<file path="src/rtl/mixmul_pkg.sv">
package mixmul_pkg;
   typedef enum logic {FMT_INT = 1'b0, FMT_FRAC = 1'b1} fmt_e;
   typedef enum int {ARCH_DIRECT = 0, ARCH_SHIFTADD = 1} arch_e;
endpackage

</file>
<file path="src/rtl/mixmul_opext.sv">
module mixmul_opext #(
   parameter int W = 16
) (
   input  logic [W-1:0]      op,
   input  logic              sgn,
   output logic signed [W:0] ext
);
   always_comb ext = {sgn & op[W-1], op};
endmodule

</file>
<file path="src/rtl/mixmul_core.sv">
module mixmul_core
   import mixmul_pkg::*;
#(
   parameter int    M    = 17,
   parameter arch_e ARCH = ARCH_DIRECT,
   localparam int   PW   = 2*M
) (
   input  logic signed [M-1:0]  a,
   input  logic signed [M-1:0]  b,
   output logic signed [PW-1:0] p
);
   logic signed [PW-1:0] ax, bx;
   always_comb begin
      ax = {{M{a[M-1]}}, a};
      bx = {{M{b[M-1]}}, b};
   end

   generate
      if (ARCH == ARCH_DIRECT) begin : g_direct
         always_comb p = ax * bx;
      end else begin : g_shiftadd
         always_comb begin
            logic signed [PW-1:0] acc;
            acc = '0;
            for (int i = 0; i < M-1; i++) begin
               if (b[i]) acc = acc + (ax <<< i);
            end
            if (b[M-1]) acc = acc - (ax <<< (M-1));
            p = acc;
         end
      end
   endgenerate
endmodule

</file>
<file path="src/rtl/mixmul_align.sv">
module mixmul_align #(
   parameter int  PW    = 34,
   parameter int  ACC_W = 40,
   localparam int SW    = PW + 1
) (
   input  logic signed [PW-1:0] p,
   input  logic                 frac,
   output logic [ACC_W-1:0]     r
);
   logic [SW-1:0] sh;
   always_comb begin
      sh = frac ? {p, 1'b0} : {p[PW-1], p};
      r  = {{(ACC_W-SW){sh[SW-1]}}, sh};
   end
endmodule

</file>
<file path="src/rtl/mixsign_mul.sv">
module mixsign_mul
   import mixmul_pkg::*;
#(
   parameter int    OP_W  = 16,
   parameter int    ACC_W = 40,
   parameter arch_e ARCH  = ARCH_DIRECT,
   localparam int   M     = OP_W + 1,
   localparam int   PW    = 2*M
) (
   input  logic             clk,
   input  logic             rst_n,
   input  logic             go,
   input  logic [OP_W-1:0]  op_a,
   input  logic [OP_W-1:0]  op_b,
   input  logic             a_sgn,
   input  logic             b_sgn,
   input  logic             frac,
   output logic             res_vld,
   output logic [ACC_W-1:0] res
);
   generate
      if (OP_W < 2) begin : g_bad_w
         $error("mixsign_mul: OP_W must be at least 2");
      end
      if (ACC_W < PW + 2) begin : g_bad_acc
         $error("mixsign_mul: ACC_W must be at least 2*OP_W+4");
      end
   endgenerate

   logic [OP_W-1:0]      ops [2];
   logic                 sgns[2];
   logic signed [M-1:0]  wide[2];
   logic signed [PW-1:0] prod;
   logic [ACC_W-1:0]     aligned;

   always_comb begin
      ops[0]  = op_a;
      ops[1]  = op_b;
      sgns[0] = a_sgn;
      sgns[1] = b_sgn;
   end

   for (genvar k = 0; k < 2; k++) begin : g_ext
      mixmul_opext #(.W(OP_W)) u_ext (
         .op  (ops[k]),
         .sgn (sgns[k]),
         .ext (wide[k])
      );
   end

   mixmul_core #(.M(M), .ARCH(ARCH)) u_core (
      .a (wide[0]),
      .b (wide[1]),
      .p (prod)
   );

   mixmul_align #(.PW(PW), .ACC_W(ACC_W)) u_align (
      .p    (prod),
      .frac (frac),
      .r    (aligned)
   );

   always_ff @(posedge clk) begin
      if (!rst_n) begin
         res_vld <= 1'b0;
         res     <= '0;
      end else begin
         res_vld <= go;
         if (go) res <= aligned;
      end
   end
endmodule

</file>
<file path="config.mk">
export PLATFORM = sky130hd
export DESIGN_NAME = mixsign_mul
export DESIGN_NICKNAME = d
export VERILOG_FILES = /design/src/rtl/mixmul_pkg.sv /design/src/rtl/mixmul_opext.sv /design/src/rtl/mixmul_core.sv /design/src/rtl/mixmul_align.sv /design/src/rtl/mixsign_mul.sv
export SDC_FILE = /design/constraint.sdc
export NUM_CORES = 1
export LEC_CHECK = 0
export BUFFER_PORTS_ARGS = -buffer_cell sky130_fd_sc_hd__buf_2
export CAP_MARGIN = 20
export CORE_MARGIN = 2
export CORE_UTILIZATION = 45
export DETAILED_ROUTE_END_ITERATION = 8
export HOLD_SLACK_MARGIN = 0.08
export PLACE_DENSITY = 0.69
export SLEW_MARGIN = 20
export SYNTH_ARGS = -nofsm -noshare
export SYNTH_HDL_FRONTEND = slang
export SYNTH_SLANG_ARGS = --single-unit
</file>
<file path="constraint.sdc">
create_clock -name clk -period 8.1 [get_ports clk]
set_input_delay 0.81 -clock clk [delete_from_list [all_inputs] [get_ports clk]]
set_output_delay 0.81 -clock clk [all_outputs]
set_load 0.05 [all_outputs]
</file>
==> flow_metrics.py <==
metrics = {
    "min_path": {
        "holdPathStages": 2,
        "min_path_type": "reg -> reg",
        "min_to": "res[12]$_SDFFE_PN0P_",
        "min_from": "res[12]$_SDFFE_PN0P_",
    },
    "synthesis": {
        "synthesis.area_sq_um": 12600,
        "synth.avg_cell_area_sq_um": 9.12,
        "synthCells": 1380,
        "synth-edff-count": 0,
        "ys.flop_type": "dfxtp_1",
        "yosysSeqAreaShare_pct": 5.73,
        "yosys_warnings": 0,
        "ys_seq_elements": 36,
        "synth_top_family_by_area": "adder cells",
        "synth_xor_area_share_pct": 2.44,
        "synth_adder_area_share_pct": 55.5,
        "synth-simple-area-share_pct": 15.3,
        "async_flop_share_pct": 0,
        "synth_compound_area_share_pct": 8.10,
        "synth_mux_area_share_pct": 1.11,
        "synth.distinct_cells": 67,
        "synth_fp_nets": 1799,
    },
    "timing": {
        "fin_crit_ns": 7.16,
        "max_slew_margin_pct": 29.9,
        "grt_setup_unrepaired": "false",
        "tightest_slew_ns": 1.05,
        "period_share_pct": 88.3,
        "fin_setup_tns_ns": 0,
        "setup-violations-final": 0,
        "clock.fmax_ghz": 0.140,
        "final_max_slew_viol_count": 0,
        "fin_skew_ns": 0,
        "hold_viol": 0,
    },
    "global_routing": {
        "grt_pass1_vias": 10100,
        "grt_usage_pct": 21.5,
        "grt_max_degree": 68,
        "grt_overflow_total": 0,
        "antenna_found_initial": 0,
        "grt_pass1_wl_mm": 49.6,
    },
    "clocking": {
        "postCtsSetupRepairBufs": 0,
        "cts_made_buffers": 5,
        "cts.sinks": 36,
        "cts-root-buf": "clkbuf_16",
        "cts_hold_buf": 0,
        "h-tree-depth": 2,
        "clk_pin_slew_ns": 0.06,
        "cts_tree": "built",
        "cts_resized": 0,
        "clk_latency_ns": 0.28,
        "clk_path_buf_depth": 2,
    },
    "route": {
        "ant_nets": 0,
        "dr.pass1.iters": 5,
        "wl_per_cell_um": 16.5,
        "num_vias": 9201,
        "wirelength_mm": 29.3,
        "drcViolationCount": 0,
        "avgViaCountPerCell": 5.16,
        "drt_iter0_drc": 456,
    },
    "placed_design": {
        "port_buffers": 78,
        "gp_congestion": 0.875,
        "dp_hpwl_mm": 23.7,
    },
    "run_status": {
        "status": "finished, final reports clean",
    },
    "die": {
        "dieWidth_um": 171,
        "num_rows": 61,
        "die_area_sq_um": 29300,
        "die_h_um": 171,
        "core_area_sq_um": 27600,
        "start_util_pct": 45.6,
        "io_pins": 79,
    },
    "worst_setup_path": {
        "required_ns": 8.27,
        "cp-startpoint": "op_a[15]",
        "ff2ff_path_depth": 2,
        "r2r_slack_ns": 7.30,
        "cp_data_arrival_time_ns": 7.32,
        "timing_worst_setup_path_type": "in -> reg",
        "reg2reg_from": "res[11]$_SDFFE_PN0P_",
        "cp-start-kind": "input port",
        "setup.worst_path.end_class": "flop",
        "cp_max_fo": 23,
        "rr_endpoint": "res[11]$_SDFFE_PN0P_",
    },
    "run": {
        "drv_cap": 0,
    },
    "layout": {
        "drive_above_1_share_pct": 7.83,
        "area_growth_pct": 5.75,
        "diodes": 0,
        "fin_util_pct": 48.2,
        "nNetsFinal": 1823,
    },
}
-- worst max path at each step --
stage                            to  slack [ns]
2_1_floorplan  res[31]$_SDFFE_PN0P_        1.31
3_3_place_gp   res[32]$_SDFFE_PN0P_        0.82
3_5_place_dp   res[32]$_SDFFE_PN0P_        0.66
4_1_cts        res[31]$_SDFFE_PN0P_        0.93
5_1_grt        res[31]$_SDFFE_PN0P_        0.47
6_report       res[31]$_SDFFE_PN0P_        0.94
-- registers in the layout, indices dropped and copies added, names as in the netlist --
| register | flops |
|---|---|
| res_vld | 1 |
| res | 35 |
-- area by class of cell --
class / count / area (sq um)
timing repair buffer: 80 / 405
sequential: 36 / 721
clock inverter: 2 / 35.0
clock buffer: 6 / 129
fill: 2685 / 14300
inverter: 310 / 1160
multi-input combinational: 971 / 10400
tap: 378 / 473
-- synth_stat cells (5+ instances only) --
cell type	count	area share [%]
o21a_1	5	0.30
clkbuf_1	48	1.4
and2_1	127	6.3
o21ai_0	27	1.1
nand2_1	179	5.3
ha_1	85	8.5
a31oi_1	12	0.60
o211ai_1	6	0.36
nor2_1	47	1.4
nand3_1	6	0.24
dfxtp_1	36	5.7
a21oi_1	32	1.3
a211oi_1	14	0.84
xor2_1	9	0.63
nand2b_1	6	0.30
mux2i_1	14	1.1
fa_1	296	47
a21o_1	10	0.60
inv_1	309	9.2
and3_1	8	0.40
xnor2_1	26	1.8
buf_4	5	0.30
-- through the flow --
stage	instance area, sq um	hold slack, ns	setup slack [ns]	cells
detailed placement	13100	0.467	0.658	1775
global placement	13100	0.461	0.816	1775
floorplan	12600	0.680	1.31	1380
global route	13300	0.495	0.473	1783
finish	13300	0.474	0.944	1783
CTS	13300	0.478	0.932	1783
-- layer usage --
| layer | wire (um) | share of wire (%) | global-route usage, % | up-vias |
|---|---|---|---|---|
| met5 | 0 | 0 | 0 | - |
| met4 | 666 | 2.3 | 4.86 | 0 |
| met3 | 1190 | 4.1 | 2.21 | 42 |
| met2 | 15400 | 53 | 39.2 | 217 |
| met1 | 12000 | 41 | 27.6 | 4752 |
| li1 | - | - | - | 4190 |
-- kinds of logic after synthesis --
group           Yosys count
compound gates          146
xor+xnor                 35
fa+ha+maj               381
buf+inv                 373
flops                    36
mux                      14
simple gates            395
-- worst max-delay path, stage by stage --
cell	delay, ns
buf_2	0.31
and2_1	0.43
nand2_1	0.16
inv_1	0.15
fa_1	0.51
fa_1	0.83
fa_1	0.52
fa_1	0.57
fa_1	0.45
fa_1	0.44
ha_1	0.35
a21o_1	0.20
a21o_1	0.19
a21o_2	0.23
or4_4	0.43
o21bai_4	0.15
o21ba_2	0.17
nand2_1	0.05
a21o_1	0.15
a41o_1	0.23
-- cell usage in the layout, fill, tap and decap left out, types with 10 or more instances in the layout --
cell	n
ha_1	85
buf_2	78
fa_1	296
dfxtp_1	36
o21ai_0	27
nand2_1	179
nor2_1	47
xnor2_1	26
mux2i_1	14
a21o_1	10
and2_1	127
a31oi_1	12
a21oi_1	32
inv_1	309
a211oi_1	14
Power is left out: the tool's default activity adds up to more than one toggle a clock period on the data nets, which glitch-free logic cannot reach.
